$ cat config.mk
export PLATFORM = sky130hd
export DESIGN_NAME = hcd_ctrl
export DESIGN_NICKNAME = d
export VERILOG_FILES = /design/src/rtl/hcd_pkg.sv /design/src/rtl/hcd_lifo.sv /design/src/rtl/hcd_req_sel.sv /design/src/rtl/hcd_regs.sv /design/src/rtl/hcd_ctrl.sv
export SDC_FILE = /design/constraint.sdc
export NUM_CORES = 1
export LEC_CHECK = 0
export ABC_AREA = 1
export CAP_MARGIN = 10
export CORE_UTILIZATION = 60
export CTS_CLUSTER_SIZE = 24
export DETAILED_ROUTE_END_ITERATION = 8
export DONT_BUFFER_PORTS = 1
export PLACE_DENSITY = 0.76
export SLEW_MARGIN = 30
export SYNTH_ARGS = -nofsm -noshare
export SYNTH_HDL_FRONTEND = slang
export SYNTH_HIERARCHICAL = 1
export SYNTH_SLANG_ARGS = --single-unit
$ cat constraint.sdc
create_clock -name clk -period 3 [get_ports clk]
set_input_delay 0.3 -clock clk [delete_from_list [all_inputs] [get_ports clk]]
set_output_delay 0.3 -clock clk [all_outputs]
set_load 0.02 [all_outputs]
$ cat src/rtl/hcd_pkg.sv
package hcd_pkg;
  localparam int REG_SLOTS = 6;
  localparam int SLOT_SP   = 4;
  localparam int SLOT_RV   = 5;
endpackage

$ cat src/rtl/hcd_lifo.sv
module hcd_lifo #(
  parameter int DEPTH = 4,
  parameter int W     = 2
) (
  input  logic         clk,
  input  logic         rst,
  input  logic         push,
  input  logic         pop,
  input  logic [W-1:0] din,
  output logic [W-1:0] top,
  output logic         full,
  output logic         empty
);
  localparam int PW = (DEPTH > 1) ? $clog2(DEPTH) : 1;
  localparam int CW = $clog2(DEPTH + 1);

  logic [W-1:0]  mem [DEPTH];
  logic [CW-1:0] cnt;
  logic [PW-1:0] rd_ptr;

  assign full   = (cnt == CW'(DEPTH));
  assign empty  = (cnt == '0);
  assign rd_ptr = PW'(cnt - 1'b1);
  assign top    = empty ? '0 : mem[rd_ptr];

  // storage without reset so it can map onto RAM
  always_ff @(posedge clk) begin
    if (push && !full) mem[cnt[PW-1:0]] <= din;
  end

  always_ff @(posedge clk) begin
    if (rst)                 cnt <= '0;
    else if (push && !full)  cnt <= cnt + 1'b1;
    else if (pop && !empty)  cnt <= cnt - 1'b1;
  end


  lifo_no_overflow_chk: assert property (@(posedge clk) disable iff (rst) push |-> !full);

  lifo_no_underflow_chk: assert property (@(posedge clk) disable iff (rst) pop |-> !empty);

  lifo_single_op_chk: assert property (@(posedge clk) disable iff (rst) !(push && pop));
endmodule

$ cat src/rtl/hcd_req_sel.sv
module hcd_req_sel #(
  parameter int N     = 3,
  parameter int TGT_W = 4,
  parameter int ID_W  = 2
) (
  input  logic [ID_W-1:0]    active,
  input  logic [N-1:0]       call,
  input  logic [N-1:0]       to_sw,
  input  logic [N-1:0]       fin,
  input  logic [N*TGT_W-1:0] tgt,
  output logic               s_call,
  output logic               s_sw,
  output logic               s_fin,
  output logic [TGT_W-1:0]   s_tgt
);
  logic [N-1:0] hit;

  for (genvar g = 0; g < N; g++) begin : g_hit
    assign hit[g] = (active == ID_W'(g + 1));
  end

  always_comb begin
    s_call = |(hit & call);
    s_sw   = |(hit & to_sw);
    s_fin  = |(hit & fin);
    s_tgt  = '0;
    for (int i = 0; i < N; i++) begin
      if (hit[i]) s_tgt = s_tgt | tgt[i*TGT_W +: TGT_W];
    end
  end
endmodule

$ cat src/rtl/hcd_regs.sv
module hcd_regs #(
  parameter int DATA_W = 32
) (
  input  logic              clk,
  input  logic              rst,
  input  logic              we,
  input  logic [2:0]        sel,
  input  logic [DATA_W-1:0] wdata,
  output logic [4*DATA_W-1:0] arg_q,
  output logic [DATA_W-1:0] sp_q,
  output logic [DATA_W-1:0] rv_q
);
  import hcd_pkg::*;

  logic [DATA_W-1:0] slot [REG_SLOTS];

  always_ff @(posedge clk) begin
    for (int i = 0; i < REG_SLOTS; i++) begin
      if (rst)                          slot[i] <= '0;
      else if (we && (sel == 3'(i)))    slot[i] <= wdata;
    end
  end

  for (genvar g = 0; g < 4; g++) begin : g_arg
    assign arg_q[g*DATA_W +: DATA_W] = slot[g];
  end
  assign sp_q = slot[SLOT_SP];
  assign rv_q = slot[SLOT_RV];


  regs_unused_code_chk: assert property (@(posedge clk) disable iff (rst)
    (we && sel > 3'd5) |=> ($stable(arg_q) && $stable(sp_q) && $stable(rv_q)));
endmodule

$ cat src/rtl/hcd_ctrl.sv
module hcd_ctrl #(
  parameter int NUM_UNITS = 3,
  parameter int TGT_W     = 4,
  parameter int DATA_W    = 32,
  parameter int DEPTH     = 4,
  localparam int ID_W     = $clog2(NUM_UNITS + 1)
) (
  input  logic                       clk,
  input  logic                       rst,
  input  logic                       cpu_call,
  input  logic [TGT_W-1:0]           cpu_tgt,
  input  logic                       cpu_done,
  input  logic                       irq_ack,
  input  logic                       reg_we,
  input  logic [2:0]                 reg_sel,
  input  logic [DATA_W-1:0]          reg_wdata,
  input  logic [NUM_UNITS-1:0]       unit_call,
  input  logic [NUM_UNITS-1:0]       unit_to_sw,
  input  logic [NUM_UNITS*TGT_W-1:0] unit_tgt,
  input  logic [NUM_UNITS-1:0]       unit_finish,
  output logic [NUM_UNITS-1:0]       unit_en,
  output logic                       irq,
  output logic                       irq_swcall,
  output logic [TGT_W-1:0]           irq_swid,
  output logic [ID_W-1:0]            link_id,
  output logic [4*DATA_W-1:0]        arg_q,
  output logic [DATA_W-1:0]          sp_q,
  output logic [DATA_W-1:0]          rv_q,
  output logic                       err
);
  function automatic logic [NUM_UNITS-1:0] id_to_en(input logic [ID_W-1:0] id);
    logic [NUM_UNITS-1:0] v;
    for (int i = 0; i < NUM_UNITS; i++) v[i] = (id == ID_W'(i + 1));
    return v;
  endfunction

  logic [ID_W-1:0]  active_q, active_d;
  logic             s_call, s_sw, s_fin;
  logic [TGT_W-1:0] s_tgt;
  logic             push, pop, full, empty;
  logic [ID_W-1:0]  top;

  logic             cur_call, cur_sw, cur_fin, tgt_ok;
  logic [TGT_W-1:0] cur_tgt;
  logic             set_irq, irq_kind, set_err, lr_load;

  hcd_req_sel #(.N(NUM_UNITS), .TGT_W(TGT_W), .ID_W(ID_W)) i_sel (
    .active(active_q), .call(unit_call), .to_sw(unit_to_sw), .fin(unit_finish),
    .tgt(unit_tgt), .s_call(s_call), .s_sw(s_sw), .s_fin(s_fin), .s_tgt(s_tgt)
  );

  hcd_lifo #(.DEPTH(DEPTH), .W(ID_W)) i_ret (
    .clk(clk), .rst(rst), .push(push), .pop(pop), .din(active_q),
    .top(top), .full(full), .empty(empty)
  );

  hcd_regs #(.DATA_W(DATA_W)) i_regs (
    .clk(clk), .rst(rst), .we(reg_we), .sel(reg_sel), .wdata(reg_wdata),
    .arg_q(arg_q), .sp_q(sp_q), .rv_q(rv_q)
  );

  // the owner of execution is the only source of requests
  always_comb begin
    if (active_q == '0) begin
      cur_call = cpu_call;
      cur_sw   = 1'b0;
      cur_tgt  = cpu_tgt;
      cur_fin  = cpu_done;
    end else begin
      cur_call = s_call;
      cur_sw   = s_sw;
      cur_tgt  = s_tgt;
      cur_fin  = s_fin;
    end
    tgt_ok = (cur_tgt != '0) && ({1'b0, cur_tgt} <= (TGT_W+1)'(NUM_UNITS));
  end

  always_comb begin
    push     = 1'b0;
    pop      = 1'b0;
    active_d = active_q;
    set_irq  = 1'b0;
    irq_kind = 1'b0;
    set_err  = 1'b0;
    lr_load  = 1'b0;
    if (cur_call) begin
      if (full || (!cur_sw && !tgt_ok)) begin
        set_err = 1'b1;
      end else begin
        push    = 1'b1;
        lr_load = 1'b1;
        if (cur_sw) begin
          active_d = '0;
          set_irq  = 1'b1;
          irq_kind = 1'b1;
        end else begin
          active_d = ID_W'(cur_tgt);
        end
      end
    end else if (cur_fin) begin
      if (empty) begin
        set_err = 1'b1;
      end else begin
        pop      = 1'b1;
        active_d = top;
        if (top == '0 && active_q != '0) set_irq = 1'b1;
      end
    end
  end

  always_ff @(posedge clk) begin
    if (rst) begin
      active_q   <= '0;
      unit_en    <= '0;
      irq        <= 1'b0;
      irq_swcall <= 1'b0;
      irq_swid   <= '0;
      link_id    <= '0;
      err        <= 1'b0;
    end else begin
      active_q <= active_d;
      unit_en  <= id_to_en(active_d);
      if (lr_load) link_id <= active_q;
      if (set_err) err <= 1'b1;
      if (set_irq) begin
        irq        <= 1'b1;
        irq_swcall <= irq_kind;
        if (irq_kind) irq_swid <= cur_tgt;
      end else if (irq_ack) begin
        irq <= 1'b0;
      end
    end
  end


  en_onehot_chk: assert property (@(posedge clk) disable iff (rst) $onehot0(unit_en));

  irq_quiet_chk: assert property (@(posedge clk) disable iff (rst) $rose(irq) |-> (unit_en == '0));

  cpu_dispatch_chk: assert property (@(posedge clk) disable iff (rst)
    (active_q == '0 && cpu_call && tgt_ok && !full) |=> (unit_en == id_to_en($past(cpu_tgt[ID_W-1:0]))));

  err_sticky_chk: assert property (@(posedge clk) disable iff (rst) err |=> err);
endmodule

# Word-level counts from Yosys, hierarchy flattened
# Memories as Yosys holds them, arrays and structs flattened.
# Index checks and enable logic that the tools add are counted.
# classes
n_addsub	2
magnitude_cmp	1
eq_ne	12
mux	61
n_bitwise	11
reduce_logical	28
# ops
cell	count
$mux 32	6
$mux 1	43
$mux 4	4
$mux 2	6
$logic_and 1x1->1	11
$and 3x3->3	3
$eq 3x3->1 const B	3
$reduce_or 3->1	3
$eq 2x2->1 const B	4
$or 4x4->4	2
$eq 3x2->1 const B	2
$logic_not 3->1	2
$mux 3	2
$or 1x1->1	6
$reduce_bool 2->1	3
$eq 2x1->1 const B	2
$le 4x2->1 const B	1
$logic_not 1->1	4
$logic_not 2->1	2
$reduce_bool 4->1	1
$add 3x1->3 const B	1
$eq 3x1->1 const B	1
$sub 3x1->3 const B	1
$reduce_and 2->1	1
$logic_or 1x1->1	1
# word_totals
reg_bits	17
ramBits	200
inputBits	66
output_inout_bits	204
wordCells	125
memories	2
# mem_list
memory	words	word_bits	read_ports	rd_clocked_by_memory_dff	write_ports	line	text
i_regs.slot	6	32	6	0	6	hcd_regs.sv:15	logic [DATA_W-1:0] slot [REG_SLOTS];
i_ret.mem	4	2	1	0	1	hcd_lifo.sv:17	logic [W-1:0] mem [DEPTH];

# Depth between registers and ports, before layout
# Gate-level depths: netlist of the first run.
# depth
ltp_word	17
mapped_depth	16
ltp_nobuf	16

# Cells and area by module
# The synthesis of the first run kept the hierarchy.
# modules_own_cells
module	instances	cells_per_inst	area_per_inst_um2	seq_area_each_um2
hcd_regs	1	465	6831.6	5765.5
hcd_ctrl	1	106	744.5	280.3
hcd_lifo	1	74	626.9	300.3
hcd_req_sel	1	32	170.2	0.0

# Least setup slack after synthesis of the first run
# OpenSTA, ideal clock, no wires.
# synth_path
path_kind	reg-to-reg
from	register active_q[1]
to	memory i_ret.mem[1][0] (enable)
setup_time_ps	309
t_arrival_ps	1764
required_ps	2691
slack_ps	927
stages_incl_launch_ff	13
n_path_buf	0
cell_sequence	dfxtp_1 inv_1 nand3_1 nand3_1 o21ai_0 nand2_1 nor2_2 nand3_2 nand2_2 nand2_2 inv_1 nand2_4 nor2_1
# synth_between
elab_chain_len	17
# synth_lines
item	line	text
from (decl)	hcd_ctrl.sv:37	logic [ID_W-1:0] active_q, active_d;
from (signal assigned)	hcd_ctrl.sv:121	active_q <= active_d;
$eq 2x1->1	hcd_req_sel.sv:19	assign hit[g] = (active == ID_W'(g + 1));
$mux 4	hcd_req_sel.sv:28	if (hit[i]) s_tgt = s_tgt | tgt[i*TGT_W +: TGT_W];
$or 4x4->4	hcd_req_sel.sv:28	
$mux 4	hcd_req_sel.sv:28	
$or 4x4->4	hcd_req_sel.sv:28	
$mux 4 *	hcd_req_sel.sv:28	
named net s_tgt[3]	hcd_ctrl.sv:39	logic [TGT_W-1:0] s_tgt;
$mux 4 *	hcd_ctrl.sv:64	if (active_q == '0) begin
(+2 left out)	-	
$logic_not 1->1 *	hcd_ctrl.sv:87	if (full || (!cur_sw && !tgt_ok)) begin
$logic_and 1x1->1 *	hcd_ctrl.sv:87	
$logic_or 1x1->1 *	hcd_ctrl.sv:87	
$mux 1 * (2 in a row)	-	
named net lr_load	hcd_ctrl.sv:45	logic set_irq, irq_kind, set_err, lr_load;
$logic_and 1x1->1 *	hcd_lifo.sv:28	if (push && !full) mem[cnt[PW-1:0]] <= din;
$mux 1 *	hcd_lifo.sv:28	
$mux 1 (not written as such) *	hcd_lifo.sv:28	
to (decl)	hcd_lifo.sv:17	
# The timed path passes the listed nets; every way through them passes the cells marked *.

# Final worst setup path of the first run
# layout_path
from	register i_ret.cnt[0]
to	register active_q[1]
# layout_between
elab_chain_len	6
# layout_lines
item	line	text
from (decl)	hcd_lifo.sv:18	logic [CW-1:0] cnt;
from (signal assigned)	hcd_lifo.sv:33	else if (push && !full) cnt <= cnt + 1'b1;
from (signal assigned)	hcd_lifo.sv:34	else if (pop && !empty) cnt <= cnt - 1'b1;
$sub 3x1->3	hcd_lifo.sv:23	assign rd_ptr = PW'(cnt - 1'b1);
$mem_v2 4x2	-	
$mux 2 *	hcd_lifo.sv:24	assign top = empty ? '0 : mem[rd_ptr];
named net top[1]	hcd_ctrl.sv:41	logic [ID_W-1:0] top;
$mux 2 *	hcd_ctrl.sv:101	if (empty) begin
$mux 2 *	hcd_ctrl.sv:100	end else if (cur_fin) begin
$mux 2 *	hcd_ctrl.sv:86	if (cur_call) begin
# Marks and branches as above.
# A chain may end at the register's enable or synchronous reset.

==> results of run 1 <==
-- registers in the layout, indices dropped and copies added, names as in the netlist --
register and count:
irq 1, irq_swcall 1, active_q 2, err 1, irq_swid 4, unit_en 3
i_ret/cnt 3, i_ret/mem 8, link_id 2, i_regs/slot 192
-- layout by cell type (no fill, tap or decap), types with 7 or more instances in the layout --
cell type  count
nand2_2       22
edfxtp_1     200
nand2_1       39
clkbuf_16     21
o21ai_0        9
inv_1         68
buf_4          7
a21oi_1       10
dfxtp_1       17
nand3_1       34
nor2_1       220
-- repair_timing --
action,4_1_cts,5_1_grt
setup endpoints to repair,0,0
resized for setup,0,0
hold buffers,1,0
hold endpoints to repair,7,0
-- power by group through the flow --
stage          Sequential, mW  Combinational (mW)  Clock, mW
5_1_grt                  4.04                1.27       2.69
3_3_place_gp             4.07                1.06          0
2_1_floorplan            4.02               0.877          0
6_report                 4.02                1.15       2.56
4_1_cts                  4.02                1.13       2.58
3_5_place_dp             4.08                1.13          0
-- layout make-up --
type | count | share of cell area (%)
multi-input cells | 365 | 18.1
clock buffers | 28 | 6.18
well taps | 176 | 2.38
inverters | 74 | 3.00
clock inverters | 9 | 1.08
repair buffers | 8 | 0.676
flip-flops and latches | 217 | 68.6
-- per-stage QoR --
stage | cells | total power [mW] | hold WS (ns) | util, %
2_1_floorplan | 677 | 4.90 | 0.369 | -
3_3_place_gp | 839 | 5.13 | 0.372 | 63.9
3_5_place_dp | 839 | 5.21 | 0.375 | 63.9
4_1_cts | 877 | 7.74 | 0.0265 | 69.0
5_1_grt | 877 | 8.00 | 0.0445 | 69.0
6_report | 877 | 7.73 | 0.0372 | 69.0
-- cell families (layout without fill, tap and decap cells) --
group | Yosys count | count (layout) | share of synthesized area, %
flops | 217 | 217 | 75.8
buf+inv | 95 | 119 | 4.72
compound gates | 24 | 24 | 1.63
simple gates | 336 | 336 | 17.1
fa+ha+maj | 5 | 5 | 0.747
-- worst register-to-register path, stage by stage, from the launching register on --
cell	delay, ns
dfxtp_1	0.47
inv_1	0.20
ha_1	0.39
inv_1	0.12
nor2_1	0.06
o21ai_0	0.11
a21oi_1	0.13
nor3_1	0.33
nor2_1	0.09
nand2_1	0.09
nand2_2	0.08
nand2_2	0.08
inv_1	0.05
-- worst min-delay path by stage --
stage,endpoint,depth (start not counted)
after global routing,irq$_SDFFE_PP0P_,3
after global placement,irq_swcall$_SDFFE_PP0P_,1
after CTS,irq$_SDFFE_PP0P_,3
after detailed placement,irq_swid[2]$_SDFFE_PP0P_,1
final,irq$_SDFFE_PP0P_,3
after floorplan,err$_SDFFE_PP0P_,1
-- metal layers --
metal | up-vias | global-route usage, % | wire length, µm | part of all wire [%]
met1 | 2476 | 33.7 | 7270 | 36
met5 | - | 0 | 0 | 0
met4 | 0 | 9.61 | 607 | 3.0
met3 | 53 | 6.70 | 2040 | 10
li1 | 2255 | - | - | -
met2 | 355 | 48.1 | 10300 | 51
==> impl_metrics.yaml, run 1 <==
grt:
  grt_first_pass_wirelength_um: 29300
  grt_usage_pct: 27.7
  grt.overflow.total: 0
  antenna_found_initial: 0
  grt_pass1_vias: 5042
  grt_max_degree: 33
placement:
  post-place-ws_ns: 0.727
  io_buffers: 0
  dpl-instance-area_mm2: 0.00857
  dp_hpwl_um: 13400
  place_congestion: 0.871
finish:
  antennaDiodeCount: 0
  area.growth.synth_to_final_pct: 10.5
  area.sequential_mm2: 0.00635
  finalNetCount: 758
  n_fill_cell: 930
  layout-drive-gt1-share_pct: 12.1
  fin_area_mm2: 0.00925
  multi_input_area_mm2: 0.00167
route:
  via_count: 5139
  vias_per_cell: 5.86
  wl_um: 20200
  wl_per_cell_um: 23.0
  route.detailed.drc: 0
  drtIter0Drc: 458
  dr.pass1.iters: 5
  ant_nets: 0
power_and_ir_drop:
  pwr-share-seq_pct: 52.0
  internal-power_mw: 5.42
  ir_drop_mv: 0.536
  p_sw_mw: 2.30
  swShare_pct: 29.8
  power_frac_comb_pct: 14.9
  p_leak_nw: 3.61
  power_density_mw_per_mm2: 835
  power_frac_clock_pct: 33.1
floorplanning:
  die_x_um: 120
  io_pins: 270
  die-area_mm2: 0.0144
  die_h_um: 120
  core_mm2: 0.0134
  start_util_pct: 62.5
  row_count: 42
sta:
  setup_ws_ns: 0.694
  totalNegativeSetupSlack_ns: 0
  finalMaxSlewViolations: 0
  final-hold-violation-count: 0
  post-route-period-util_pct: 76.9
  period_needed_ns: 2.31
  tightest_slew_ns: 0.956
  clock_skew_ns: 0.00222
  max_freq_ghz: 0.434
  maxSlewHeadroom_pct: 36.0
  setup_viol: 0
  rsz0062_at_grt: "false"
setup_path:
  reg2reg_to: "active_q[1]$_SDFF_PP0_"
  crit_type: "flip-flop to flip-flop"
  crit_chain: "inv_1 -> ha_1 -> inv_1 -> nor2_1 -> o21ai_0 -> a21oi_1 -> nor3_1 -> nor2_1 -> nand2_1 -> nand2_2 -> nand2_2 -> inv_1"
  cp_num_buf_inv: 3
  start_kind: "flip-flop"
  cp_top_family: "simple AND/OR/NAND/NOR gates"
  cp.required_ns: 3.38
  worst-path-stages: 12
  worstPathMaxFanout: 8
  rrSetupSlack_ns: 0.69
  crit_path_start: "i_ret/cnt[0]$_SDFFE_PP0P_"
  crit_end: "active_q[1]$_SDFF_PP0_"
  critPathSlowestCell: "dfxtp_1"
  crit_path_end_kind: "flip-flop"
  reg2reg_from: "i_ret/cnt[0]$_SDFFE_PP0P_"
  cpMostUsedCell: "inv_1"
  critPathMaxStageDelay_ns: 0.47
  cp.arrival_ns: 2.69
  reg2reg_depth: 12
yosys:
  syn-num-nets: 748
  synth_ff_type: "edfxtp_1"
  async_flop_share_pct: 0
  synth-seq-area-share_pct: 75.8
  synth_area_leaders: "edfxtp_1, nor2_1, dfxtp_1"
  synth_area_per_cell_um2: 12.4
  yosysMostFrequentCell: "nor2_1"
  yosysUniqueCellTypes: 23
  yosysTopAreaCellShare_pct: 71.7
  synth_edf_count: 200
  yosysTopAreaCell: "edfxtp_1"
  syn_inst: 677
  ys_warn_count: 6
  synth_area_mm2: 0.00837
  ys_ff_latch: 217
  synth_common_cells: "nor2_1, edfxtp_1, inv_1, nand2_1, nand3_1"
clocking:
  cts_sinks: 217
  path_clk_slew_ns: 0.06
  clockBufferDepth: 3
  postCtsSetupRepairBufs: 0
  clk_latency_ns: 0.49
  numCtsBuffers: 21
  htreeDepth: 1
  cts_root_buf: "clkbuf_16"
  cts_tree: "yes"
min_path:
  min_from: "irq_ack"
  hold_path.class: "input pin to flip-flop"
flow_run:
  cap_violations: 0
outcome:
  status: "finished clean"
(Power assumes the default switching activity.)
==> run 2: changes to the inputs <==
--- a/config.mk
+++ b/config.mk
@@ -5,13 +5,13 @@
 export SDC_FILE = /design/constraint.sdc
 export NUM_CORES = 1
 export LEC_CHECK = 0
-export ABC_AREA = 1
+export ABC_AREA = 0
 export CAP_MARGIN = 10
-export CORE_UTILIZATION = 60
+export CORE_UTILIZATION = 57
 export CTS_CLUSTER_SIZE = 24
 export DETAILED_ROUTE_END_ITERATION = 8
 export DONT_BUFFER_PORTS = 1
-export PLACE_DENSITY = 0.76
+export PLACE_DENSITY = 0.75
 export SLEW_MARGIN = 30
 export SYNTH_ARGS = -nofsm -noshare
 export SYNTH_HDL_FRONTEND = slang
==> constraint.sdc (replaced) <==
create_clock -name clk -period 1.9 [get_ports clk]
set_input_delay 0.19 -clock clk [delete_from_list [all_inputs] [get_ports clk]]
set_output_delay 0.19 -clock clk [all_outputs]
set_load 0.02 [all_outputs]
==> run 2 against run 1 <==
Against the previous run:
- the flow now finishes with violations (hold timing, setup timing)
- clock-buffer cell count up 1
- combinational power hardly changed
- clock power increased by 48%
- setup slack worse by 1.2 ns
- largest cell class unchanged
- register-to-register slack got worse by 1.2 ns
- sequential share of layout area shrank 10 points
- largest power group unchanged
==> impl_metrics.yaml, run 2 <==
power_and_ir_drop:
  power_frac_comb_pct: 10.2
  power_frac_clock_pct: 34.5
  swShare_pct: 25.1
  ir_drop_mv: 0.642
  power_density_mw_per_mm2: 1020
  internal-power_mw: 8.24
  p_sw_mw: 2.77
  power_mw: 11.0
  pwr-share-seq_pct: 55.3
  p_leak_nw: 4.32
floorplanning:
  io_pins: 270
  die_h_um: 129
  start_util_pct: 58.1
  die_x_um: 129
  row_count: 46
  die-area_mm2: 0.0166
  core_mm2: 0.0158
outcome:
  violations: "hold timing, setup timing"
  status: "complete, but fails checks"
yosys:
  synth_edf_count: 200
  async_flop_share_pct: 0
  ys_ff_latch: 217
  synth-seq-area-share_pct: 69.0
  synth_area_per_cell_um2: 15.5
  synth_common_cells: "edfxtp_1, and3_1, nor3b_2, dfxtp_1"
  syn_inst: 592
  synth_ff_type: "edfxtp_1"
  yosysMostFrequentCell: "edfxtp_1"
  synth_area_mm2: 0.00919
  ys_warn_count: 6
  yosysTopAreaCellShare_pct: 65.3
  syn-num-nets: 663
  synth_area_leaders: "edfxtp_1, and3_1, nor3b_2"
  yosysUniqueCellTypes: 69
  yosysTopAreaCell: "edfxtp_1"
route:
  dr.pass1.iters: 5
  wl_per_cell_um: 25.0
  vias_per_cell: 6.12
  ant_nets: 0
  wl_um: 22400
  drtIter0Drc: 482
  via_count: 5498
  route.detailed.drc: 0
clocking:
  hold_buffers: 36
  numCtsBuffers: 21
  clk_latency_ns: 0.48
  cts_tree: "yes"
  clockBufferDepth: 3
  cts_root_buf: "clkbuf_16"
  htreeDepth: 1
  cts_sinks: 217
  path_clk_slew_ns: 0.06
setup_path:
  cp.arrival_ns: 2.77
  worstPathMaxFanout: 6
  critPathMaxStageDelay_ns: 0.54
  critPathSlowestCell: "or4b_1"
  crit_type: "flip-flop to flip-flop"
  cp.required_ns: 2.31
  crit_chain: "buf_6 -> mux2_4 -> a22o_4 -> inv_2 -> o311ai_4 -> and3_4 -> a21boi_4 -> or4b_1 -> a31oi_1"
  crit_path_end_kind: "flip-flop"
  start_kind: "flip-flop"
finish:
  layout_common_cells: "edfxtp_1, and3_1, buf_4"
  layout-drive-gt1-share_pct: 27.9
  largest_register_ffs: 192
  final_common_cell: "edfxtp_1"
  finalNetCount: 738
  antennaDiodeCount: 0
  area.growth.synth_to_final_pct: 17.9
  largest_register: "i_regs/slot"
grt:
  grt_max_degree: 65
  grt_pass1_vias: 5414
  busiest_layer: "met2"
  antenna_found_initial: 0
  grt_usage_pct: 26.1
  use_met2_pct: 45.1
  grt.overflow.total: 0
  grt_first_pass_wirelength_um: 31900
  grt_use_met3_pct: 6.90
  use_met1_pct: 30.8
flow_run:
  cap_violations: 0
sta:
  setup_ws_ns: -0.460
  maxSlewHeadroom_pct: 66.6
  final-hold-violation-count: 16
  rsz0062_at_grt: "true"
  max_freq_ghz: 0.424
  setup_viol: 21
  hold_ws_ns: -0.223
  clock_skew_ns: 0.00497
  finalMaxSlewViolations: 0
  tightest_slew_ns: 0.500
  period_needed_ns: 2.36
  post-route-period-util_pct: 124
min_path:
  hold_path.class: "input pin to flip-flop"
placement:
  io_buffers: 0
  place_congestion: 0.842
  dp_hpwl_um: 14300
run 2: cell count changes in the layout (fill, tap and decap cells not counted), moves of 8 or more:
cell | before | now
nand2_2 | 22 | 1
nor2_1 | 220 | 13
buf_6 | 0 | 8
dlygate4sd3_1 | 1 | 35
nand2_1 | 39 | 6
inv_1 | 68 | 10
and3_1 | 0 | 156
nor3b_2 | 0 | 30
a21oi_1 | 10 | 1
buf_4 | 7 | 52
nand3_1 | 34 | 0
run 2: cell families after synthesis:
family	share of synthesized area (%)
AOI/OAI and AO/OA	4.31
adders and majority gates	0.681
buffers and inverters	4.79
DFF	69.0
muxes	1.95
and+or+nand+nor	19.2
run 2: cell type report:
type	count	area (µm²)
clock inverter	9	70.1
timing repair buffer	100	938
tap	216	270
multi-input combinational	314	2610
sequential	217	6350
inverter	13	48.8
fill	1028	4990
clock buffer	29	556
run 2: metal layers:
metal  vias to the layer above  part of all wire (%)
met5                         -                     0
met3                        55                   8.4
li1                       2424                     -
met4                         0                   3.6
met2                       306                    50
met1                      2713                    38
run 2: power by group through the flow:
stage          sequential (mW)  combinational (mW)  clock [mW]
2_1_floorplan             6.12               0.590           0
3_3_place_gp              6.18               0.813           0
3_5_place_dp              6.18               0.845           0
4_1_cts                   6.09                1.04        3.86
5_1_grt                   6.11                1.20        4.03
6_report                  6.08                1.13        3.80
run 2: path summary, 6_finish.rpt:
kind	to	slack, ns	cells past startpoint	from
setup / recovery	i_ret/cnt[1]$_SDFFE_PP0P_	-0.46	9	active_q[0]$_SDFF_PP0_
hold / removal	active_q[0]$_SDFF_PP0_	-0.22	1	rst
setup reg to reg	i_ret/cnt[1]$_SDFFE_PP0P_	-0.46	9	active_q[0]$_SDFF_PP0_
hold reg to reg	irq$_SDFFE_PP0P_	0.60	2	irq$_SDFFE_PP0P_
run 2: worst max-delay path: cells and delay by family (launching register included):
family	cells	cell delay [ns]
DFF	1	0.39
muxes	1	0.31
and+or+nand+nor	2	0.74
AOI/OAI and AO/OA	4	0.64
buffers and inverters	2	0.21
run 2: timing repair:
action                                  4_1_cts  5_1_grt
endpoints found under the setup margin       24       25
resized for setup                            21       20
cloned                                        0        0
buffers inserted                              3        6
pin swaps                                     3       14
endpoints found under the hold margin       209       16
run 2: stage by stage:
| stage | utilization [%] | area, µm² | instances | setup TNS, ns | worst slack (ns) |
|---|---|---|---|---|---|
| 6_report | 68.5 | 10800 | 898 | -6.82 | -0.460 |
| 5_1_grt | 68.5 | 10800 | 898 | -8.00 | -0.532 |
| 4_1_cts | 67.6 | 10700 | 892 | -5.13 | -0.424 |
| 3_5_place_dp | 60.6 | 9590 | 815 | -8.73 | -0.636 |
| 3_3_place_gp | 60.6 | 9590 | 815 | -6.12 | -0.472 |
| 2_1_floorplan | - | 9230 | 592 | -6.14 | -0.556 |
==> run 3: changes to the inputs <==
--- a/config.mk
+++ b/config.mk
@@ -5,13 +5,13 @@
 export SDC_FILE = /design/constraint.sdc
 export NUM_CORES = 1
 export LEC_CHECK = 0
-export ABC_AREA = 0
+export ABC_AREA = 1
 export CAP_MARGIN = 10
-export CORE_UTILIZATION = 57
+export CORE_UTILIZATION = 60
 export CTS_CLUSTER_SIZE = 24
 export DETAILED_ROUTE_END_ITERATION = 8
 export DONT_BUFFER_PORTS = 1
-export PLACE_DENSITY = 0.75
+export PLACE_DENSITY = 0.76
 export SLEW_MARGIN = 30
 export SYNTH_ARGS = -nofsm -noshare
 export SYNTH_HDL_FRONTEND = slang
==> constraint.sdc (replaced) <==
create_clock -name clk -period 2.9 [get_ports clk]
set_input_delay 0.29 -clock clk [delete_from_list [all_inputs] [get_ports clk]]
set_output_delay 0.29 -clock clk [all_outputs]
set_load 0.02 [all_outputs]
==> run 3 against run 2 <==
Against the previous run:
- the flow now finishes without violations
- clock-buffer cell count shrank 4
- routed wire length shrank 10%
- hold slack gained 0.28 ns
- maximum frequency grew 1.4%
- critical endpoint is now i_ret/mem[1][1]$_DFFE_PP_
- via count shrank 6.7%
- clock skew grew 0.0022 ns
- register-to-register slack gained 1.0 ns
- flip-flop and latch count is the same
- first-iteration DRC count grew 15%
- sequential share of layout area grew 9.8 points
- clock power shrank 29%
- critical path depth grew 4
==> impl_metrics.yaml, run 3 (synthesis results as in run 1) <==
sta:
  setup_viol: 0
  final-hold-violation-count: 0
  clock_skew_ns: 0.00718
  finalMaxSlewViolations: 0
  period_needed_ns: 2.33
  maxSlewHeadroom_pct: 35.3
  post-route-period-util_pct: 80.3
  tightest_slew_ns: 0.967
  max_freq_ghz: 0.429
  totalNegativeSetupSlack_ns: 0
  rsz0062_at_grt: "false"
finish:
  n_fill_cell: 921
  fin_cells: 878
  antennaDiodeCount: 0
  finalNetCount: 759
  area.growth.synth_to_final_pct: 10.8
  final_common_cell: "nor2_1"
  layout_common_cells: "nor2_1, edfxtp_1, inv_1"
  largest_register_ffs: 192
  layout-drive-gt1-share_pct: 12.0
  largest_register: "i_regs/slot"
setup_path:
  cp_num_buf_inv: 3
  crit_type: "flip-flop to flip-flop"
  critPathSlowestCell: "dfxtp_1"
  crit_chain: "buf_4 -> nand3_1 -> nand3_1 -> inv_1 -> nand2_1 -> nand2_2 -> nand2_2 -> nand3_2 -> nand2_2 -> nand2_2 -> inv_1 -> nand2_4 -> nor2_1"
  critPathMaxStageDelay_ns: 0.58
  crit_path_end_kind: "flip-flop"
  cpMostUsedCell: "nand2_2"
  cp.required_ns: 3.08
  start_kind: "flip-flop"
  cp_top_family: "simple AND/OR/NAND/NOR gates"
  cp.arrival_ns: 2.51
  worstPathMaxFanout: 15
outcome:
  status: "finished clean"
floorplanning:
  row_count: 42
  core_mm2: 0.0134
  die-area_mm2: 0.0144
  die_h_um: 120
  io_pins: 270
  start_util_pct: 62.5
  die_x_um: 120
power_and_ir_drop:
  p_leak_nw: 3.61
  internal-power_mw: 5.64
  power_density_mw_per_mm2: 866
  swShare_pct: 29.8
  power_frac_clock_pct: 33.8
  power_frac_comb_pct: 14.4
  pwr-share-seq_pct: 51.8
  ir_drop_mv: 0.456
  p_sw_mw: 2.39
  power_mw: 8.03
min_path:
  hold_path.class: "input pin to flip-flop"
route:
  via_count: 5132
  drtIter0Drc: 555
  dr.pass1.iters: 5
  ant_nets: 0
  route.detailed.drc: 0
  wl_per_cell_um: 22.9
  wl_um: 20100
  vias_per_cell: 5.85
grt:
  grt_first_pass_wirelength_um: 29000
  grt_pass1_vias: 5010
  grt_usage_pct: 27.3
  antenna_found_initial: 0
  grt.overflow.total: 0
  grt_max_degree: 33
placement:
  placed_cells: 840
  io_buffers: 0
  place_congestion: 0.864
  dp_hpwl_um: 13400
clocking:
  cts_root_buf: "clkbuf_16"
  numCtsBuffers: 21
  cts_tree: "yes"
  cts_sinks: 217
  clk_latency_ns: 0.49
  htreeDepth: 1
  clockBufferDepth: 3
  path_clk_slew_ns: 0.06
flow_run:
  cap_violations: 0
==> run 3: changes by cell type in the layout (fill, tap and decap cells not counted), moves of 8 or more <==
cell           change
inv_1             +58
a21oi_1            +9
buf_6              -8
nand2_1           +33
buf_4             -44
nor3b_2           -30
and3_1           -156
nand3_1           +34
dlygate4sd3_1     -34
nor2_1           +207
nand2_2           +20
==> run 3: path summary, 6_finish.rpt <==
check	slack, ns	from	depth (start not counted)	endpoint
max	0.57	active_q[1]$_SDFF_PP0_	13	i_ret/mem[1][1]$_DFFE_PP_
min	0.05	irq_ack	3	irq$_SDFFE_PP0P_
max reg2reg	0.57	active_q[1]$_SDFF_PP0_	13	i_ret/mem[1][1]$_DFFE_PP_
min reg2reg	0.57	irq_swid[3]$_SDFFE_PP0P_	2	irq_swid[3]$_SDFFE_PP0P_
==> run 3: worst min-delay path: cells and delay by family <==
kind | cells | cell delay, ns
buf+inv | 1 | 0.03
compound gates | 2 | 0.17
==> run 3: cell type report <==
type                            count  area [µm²]  area share [%]
Inverter                           74         278            3.00
Timing Repair Buffer                9        70.1           0.756
Tap cell                          176         220            2.37
Clock inverter                     12         143            1.54
Clock buffer                       25         541            5.83
Sequential cell                   217        6350            68.4
Multi-Input combinational cell    365        1680            18.1
==> run 3: repair_timing <==
action                                 in CTS  in global routing
hold buffers                                1                  0
setup buffers                               0                  0
endpoints found under the hold margin       8                  0
gates resized for setup                     0                  0
==> run 3: power groups by stage <==
stage,logic (mW),clock network [mW],registers (mW)
floorplan,0.907,0,4.16
global placement,1.09,0,4.22
CTS,1.15,2.73,4.17
finish,1.15,2.71,4.16
global route,1.30,2.84,4.19
detailed placement,1.14,0,4.23
==> run 3: layer usage <==
metal  wire length, µm  share of wire [%]  GRT usage (%)  vias up
met3              2080                 10           7.46       37
met1              7380                 37           32.4     2492
met4               492                2.4           9.30        0
li1                  -                  -              -     2255
met5                 0                  0              0        -
met2             10200                 51           47.8      348
==> run 3: per-stage QoR <==
step                      area, µm²  setup slack, ns  hold WS (ns)  util (%)
final                          9270            0.571        0.0548      69.2
after global routing           9270            0.336        0.0655      69.2
after CTS                      9270            0.575        0.0341      69.2
after detailed placement       8580            0.579         0.363      64.0
after global placement         8580            0.706         0.362      64.0
after floorplan                8370            0.827         0.359         -
